--- config.mk ---
export PLATFORM = sky130hd
export DESIGN_NAME = csc_counter
export DESIGN_NICKNAME = d
export VERILOG_FILES = /design/src/rtl/csc_pkg.sv /design/src/rtl/csc_cell.sv /design/src/rtl/csc_resolve.sv /design/src/rtl/csc_counter.sv
export SDC_FILE = /design/constraint.sdc
export NUM_CORES = 1
export LEC_CHECK = 0
export ABC_CLOCK_PERIOD_IN_PS = 2600
export BUFFER_PORTS_ARGS = -buffer_cell sky130_fd_sc_hd__buf_4
export CORE_MARGIN = 8
export CORE_UTILIZATION = 53
export CTS_BUF_LIST = sky130_fd_sc_hd__clkbuf_16
export DETAILED_ROUTE_END_ITERATION = 8
export PLACE_DENSITY = 0.89
export SLEW_MARGIN = 20
export SYNTH_ARGS = -nofsm -noshare
export SYNTH_HDL_FRONTEND = slang
export SYNTH_SLANG_ARGS = --single-unit
--- constraint.sdc ---
create_clock -name clk_i -period 2.6 [get_ports clk_i]
set_input_delay 0.26 -clock clk_i [delete_from_list [all_inputs] [get_ports clk_i]]
set_output_delay 0.26 -clock clk_i [all_outputs]
set_load 0.02 [all_outputs]
--- src/rtl/csc_pkg.sv ---
package csc_pkg;
  localparam int unsigned CSC_DEF_WIDTH = 16;

  typedef struct packed {
    logic sum;
    logic carry;
  } csc_pos_t;
endpackage

--- src/rtl/csc_cell.sv ---
module csc_cell (
  input  logic clk_i,
  input  logic rst_ni,
  input  logic en_i,
  input  logic term_i,
  output csc_pkg::csc_pos_t pos_o
);
  csc_pkg::csc_pos_t pos_q;
  csc_pkg::csc_pos_t pos_d;

  // half-add of own sum with incoming term
  always_comb begin
    pos_d = pos_q;
    if (en_i) begin
      pos_d.sum   = pos_q.sum ^ term_i;
      pos_d.carry = pos_q.sum & term_i;
    end
  end

  always_ff @(posedge clk_i or negedge rst_ni) begin
    if (!rst_ni) pos_q <= '0;
    else         pos_q <= pos_d;
  end

  assign pos_o = pos_q;
endmodule

--- src/rtl/csc_resolve.sv ---
module csc_resolve #(
  parameter int unsigned WIDTH = csc_pkg::CSC_DEF_WIDTH
) (
  input  logic [WIDTH-1:0] sum_i,
  input  logic [WIDTH-1:0] carry_i,
  output logic [WIDTH-1:0] value_o
);
  logic [WIDTH-1:0] carry_shl;

  // top carry falls off: count is modulo 2^WIDTH
  assign carry_shl = {carry_i[WIDTH-2:0], 1'b0};
  assign value_o   = sum_i + carry_shl;
endmodule

--- src/rtl/csc_counter.sv ---
module csc_counter #(
  parameter int unsigned WIDTH = csc_pkg::CSC_DEF_WIDTH
) (
  input  logic             clk_i,
  input  logic             rst_ni,
  input  logic             en_i,
  output logic [WIDTH-1:0] sum_o,
  output logic [WIDTH-1:0] carry_o,
  output logic [WIDTH-1:0] value_o
);
  csc_pkg::csc_pos_t pos [WIDTH];
  logic [WIDTH-1:0]  term;

  for (genvar g = 0; g < WIDTH; g++) begin : g_pos
    if (g == 0) begin : g_lsb
      assign term[g] = 1'b1;
    end else begin : g_upper
      assign term[g] = pos[g-1].carry;
    end

    csc_cell u_cell (
      .clk_i  (clk_i),
      .rst_ni (rst_ni),
      .en_i   (en_i),
      .term_i (term[g]),
      .pos_o  (pos[g])
    );

    assign sum_o[g]   = pos[g].sum;
    assign carry_o[g] = pos[g].carry;
  end

  // output-only resolver, not in the feedback loop
  csc_resolve #(.WIDTH(WIDTH)) u_resolve (
    .sum_i   (sum_o),
    .carry_i (carry_o),
    .value_o (value_o)
  );
endmodule

### Word-level counts from Yosys, hierarchy flattened

Index checks and enable logic that the tools add are counted.
Widths: inputs -> output; s select.

| word-level totals | value |
|---|---|
| register bits | 32 |
| logic and storage cells | 64 |
| input port bits | 3 |
| output and inout bits | 48 |

| cells by class | value |
|---|---|
| bitwise gates (word level) | 31 |
| add/sub/neg operators | 1 |

Operators with widths:

| cell | count |
|---|---|
| $add 16x16->16 | 1 |
| $and 1x1->1 | 15 |
| $xor 1x1->1 | 15 |
| $not 1->1 | 1 |

### Logic depth before layout (Yosys ltp)

| logic depth | value |
|---|---|
| depth after elaboration | 1 |
| gate-level depth with buffers | 7 |
| mapped depth without buffers | 7 |

### Cells and area by module

From an unflattened synthesis, not the netlist that was laid out.

| second synthesis, totals | value |
|---|---|
| cells, all modules | 168 |
| area total of the unflattened synthesis | 2035.7 µm² |

By module, submodules not included:

| module | area each (µm²) | sequential area each (µm²) | cells each | times used |
|---|---|---|---|---|
| csc_cell | 85.1 | 50.0 | 5 | 16 |
| csc_resolve | 670.6 | 0.0 | 87 | 1 |
| csc_counter | 3.8 | 0.0 | 1 | 1 |

### Worst setup path after synthesis

Ideal clock, no wire load.

| timing path | value |
|---|---|
| path kind | reg2out |
| start | register g_pos[1].u_cell.pos_q (netlist bit g_pos[1].u_cell.pos_o[1]) |
| end | output port value_o[13] |
| cell stages (with the launch flop) | 8 |
| buffers on the path | 0 |
| data arrival time | 2.401 ns |
| required time | 2.340 ns |
| setup slack | -0.061 ns |
| path through | dfrtp_1 ha_1 fa_1 a21o_1 a221o_1 a2111oi_2 nor3_1 xor2_1 |

| between the ends | value |
|---|---|
| word-level cells in the longest chain between the ends | 1 |

Ends and longest elaborated chain:

| element | line | RTL |
|---|---|---|
| from (decl) | csc_cell.sv:8 | `csc_pkg::csc_pos_t pos_q;` |
| from (signal assigned) | csc_cell.sv:22 | `else pos_q <= pos_d;` |
| $add 16x16->16 | csc_resolve.sv:12 | `assign value_o = sum_i + carry_shl;` |
| to (decl) | csc_counter.sv:9 | `output logic [WIDTH-1:0] value_o` |

No other way between the ends.

### Worst setup path in the final report

| timing path | value |
|---|---|
| start | register g_pos[0].u_cell.pos_q (netlist bit g_pos[0].u_cell.pos_o[0]) |
| end | output port value_o[13] |

| between the ends | value |
|---|---|
| word-level cells in the longest chain between the ends | 1 |

Ends and longest elaborated chain:

| element | line |
|---|---|
| from (decl) | csc_cell.sv:8 |
| from (signal assigned) | csc_cell.sv:22 |
| $add 16x16->16 | csc_resolve.sv:12 |

No other way between the ends.

==> reports/results.ini <==
[run_status]
status = complete, but fails checks
failed_checks = setup timing

[yosys]
yosysTopAreaCell = dfrtp_1
synth_cells = 168
syn_area_sq_um = 1950
synth.avg_cell_area_sq_um = 11.6
ys_ff_latch = 32
async_reset_ff_share_pct = 100
yosys.area.top_type_share_pct = 41.1
yosys-top-cells-area = dfrtp_1 (41%), mux2_2 (14%), ha_1 (9.6%), buf_4 (6.2%), mux2_1 (4.0%)
synth-edff-count = 0
yosysUniqueCellTypes = 34
synth-main-ff-cell = dfrtp_1
yosysSeqAreaShare_pct = 41.1
syn-num-nets = 187
yosys_warnings = 0

[finish]
drive_gt1_share_pct = 46.7
largest_reg_flops = 32
final_cells = 262
finalInstanceArea_sq_um = 2530
antenna_cells = 0
area_growth_pct = 29.5
fin_nets = 232

[timing]
holdWs_ps = 462
setup_ws_ps = -205
fin_skew_ps = 4.39
fmax_mhz = 356
drv_slew = 0
hold_violations = 0
finalCriticalPeriod_ps = 2810
slew_headroom_pct = 71.1
tightest_slew_ps = 431
setup-tns-final_ps = -730
setup-violations-final = 5
rsz0062_at_grt = true
timing.final.crit_share_pct = 108

[place]
portBuffers = 50
place_area_sq_um = 2260
gp_congestion = 0.733
post-dp-hpwl_microns = 2990
placed_cells = 246

[die]
die_w_microns = 76.7
rows = 22
die-area_sq_um = 5880
die_h_microns = 76.7
core-area_sq_um = 3610
start_util_pct = 54.1
io_pins = 51

[power_and_ir_drop]
ir_worst_vdd_mv = 0.451
power.density_nw_per_um2 = 886
finalPower_uw = 2240
power.leakage_uw = 0.00140

[route]
drtPass1Iterations = 4
vias = 1459
drtIter0Drc = 87
vias_per_cell = 5.57
ant_nets = 0
drc = 0
routedWlPerCell_microns = 16.8
wl_microns = 4400

[critical_path]
path_buf_inv = 1
max_stage_delay_ps = 420
critPathKind = register to primary output
crit_chain = ha_4 -> fa_2 -> a21o_1 -> a221o_1 -> a2111oi_4 -> nor3_2 -> xor2_1 -> buf_4
cp.arrival_ps = 2550
crit_family = compound AO/OA/AOI/OAI gates
cp-startpoint = g_pos[0].u_cell.pos_o[0]$_DFFE_PN0P_
required_ps = 2340
r2r-start = g_pos[12].u_cell.pos_o[1]$_DFFE_PN0P_
slowest_stage = dfrtp_1
end_kind = primary output
cp_max_fo = 2
startpoint_type = register

[cts]
clk_pin_slew_ps = 50
clock-root-buffer = clkbuf_16
clock-sinks = 32
h-tree-depth = 2
cts_tree = built
clock_path_buffers = 2
worstSkewPairLatency_ps = 270
cts_buffers = 5

[worst_hold_path]
min_path_type = primary input to asynchronous set/reset pin

[job]
drv_cap = 0

[global_routing]
grt_pass1_wl_microns = 7250
grt_max_degree = 33
grt_pass1_vias = 1488
grt-ovfl-total = 0
antenna_found_initial = 0
grt_use_total_pct = 15.0

==> what timing repair did <==
| action | in CTS | in global routing |
|---|---|---|
| endpoints found under the hold margin | 32 | 0 |
| buffers inserted | 6 | 1 |
| hold buffers | 1 | 0 |
| setup endpoints to repair | 4 | 8 |
| gates resized for setup | 5 | 7 |
| pin swaps | 7 | 9 |
| gates cloned | 0 | 0 |
==> path summary, 6_finish.rpt <==
| check | endpoint | slack [ps] | cells past startpoint |
|---|---|---|---|
| worst max-delay path | value_o[13] | -210 | 8 |
| worst min-delay path | g_pos[15].u_cell.pos_o[1]$_DFFE_PN0P_ | 460 | 2 |
| worst max register to register | g_pos[12].u_cell.pos_o[1]$_DFFE_PN0P_ | 1370 | 2 |
| worst min register to register | g_pos[15].u_cell.pos_o[0]$_DFFE_PN0P_ | 490 | 1 |
| max in group asynchronous | g_pos[1].u_cell.pos_o[1]$_DFFE_PN0P_ | 1830 | 2 |
| min in group clk_i | g_pos[0].u_cell.pos_o[1]$_DFFE_PN0P_ | 460 | 2 |
==> cells in the final DEF, fill, tap and decap left out, drive strengths merged, types with 2 or more instances in the layout <==
cell | Yosys | final
buf | 19 | 57
dfrtp | 32 | 32
mux2 | 31 | 31
ha | 15 | 15
a21oi | 11 | 11
a21o | 7 | 7
xnor2 | 7 | 7
nor2 | 5 | 5
clkbuf | 1 | 5
inv | 2 | 4
xor2 | 4 | 4
nor3 | 4 | 4
nand2 | 3 | 3
and3 | 2 | 2
a221o | 2 | 2
o21ai | 2 | 2
nand3 | 2 | 2
nand2b | 2 | 2
nor2b | 2 | 2
o311ai | 2 | 2
o21a | 2 | 2
==> Yosys cell counts (2+ instances only) <==
| master | count |
|---|---|
| o21ai_1 | 2 |
| and3_1 | 2 |
| nor2_1 | 5 |
| mux2_2 | 24 |
| a221o_1 | 2 |
| nand3_1 | 2 |
| o21a_1 | 2 |
| ha_1 | 15 |
| buf_1 | 3 |
| a21o_1 | 7 |
| inv_1 | 2 |
| mux2_1 | 7 |
| nor3_1 | 4 |
| xor2_1 | 4 |
| nand2_1 | 3 |
| nand2b_1 | 2 |
| dfrtp_1 | 32 |
| nor2b_1 | 2 |
| buf_4 | 16 |
| a21oi_1 | 11 |
| o311ai_1 | 2 |
| xnor2_1 | 7 |
==> kinds of logic (layout without fill, tap and decap cells) <==
logic type               Yosys count  in the layout  synth area share [%]
XOR/XNOR                          11             11                  4.94
multiplexers                      32             32                  18.4
buffers and inverters             22             68                  7.31
adder cells (fa/ha/maj)           16             16                  10.6
AND/OR/NAND/NOR                   23             23                  6.09
flip-flops                        32             32                  41.1
AO/OA/AOI/OAI                     32             32                  11.5
==> metal layers <==
| layer | up-vias | part of all wire, % | GRT usage, % |
|---|---|---|---|
| li1 | 693 | - | - |
| met1 | 705 | 41 | 17.1 |
| met2 | 50 | 50 | 24.3 |
| met3 | 11 | 5.8 | 5.13 |
| met4 | 0 | 2.7 | 7.50 |
| met5 | - | 0 | 0 |
==> worst reg2reg max path: stages, from the launching register on <==
cell and delay, ps:
dfrtp_1 400, ha_1 390, mux2_1 320
==> per-stage QoR <==
| stage | util (%) | setup WS (ps) |
|---|---|---|
| after floorplan | - | 26.0 |
| after detailed placement | 62.6 | 10.4 |
| after global placement | 62.6 | 50.7 |
| after CTS | 68.8 | -232 |
| final | 70.1 | -205 |
| after global routing | 70.1 | -308 |
==> final cells by class <==
type / count / area (sq um)
fillers: 265 / 1080
multi-input cells: 114 / 1080
flip-flops and latches: 32 / 802
repair buffers: 58 / 442
clock buffers: 5 / 125
well taps: 48 / 60.1
clock inverters: 3 / 12.5
inverters: 2 / 7.51
==> report_power, final <==
| group | internal [uW] | leakage (uW) | total (uW) | switching, uW |
|---|---|---|---|---|
| registers | 579 | 0.000431 | 662 | 82.6 |
| clock network | 345 | 0.0000762 | 539 | 195 |
| logic | 492 | 0.000896 | 1040 | 545 |
Power figures use the tool's default switching activity.
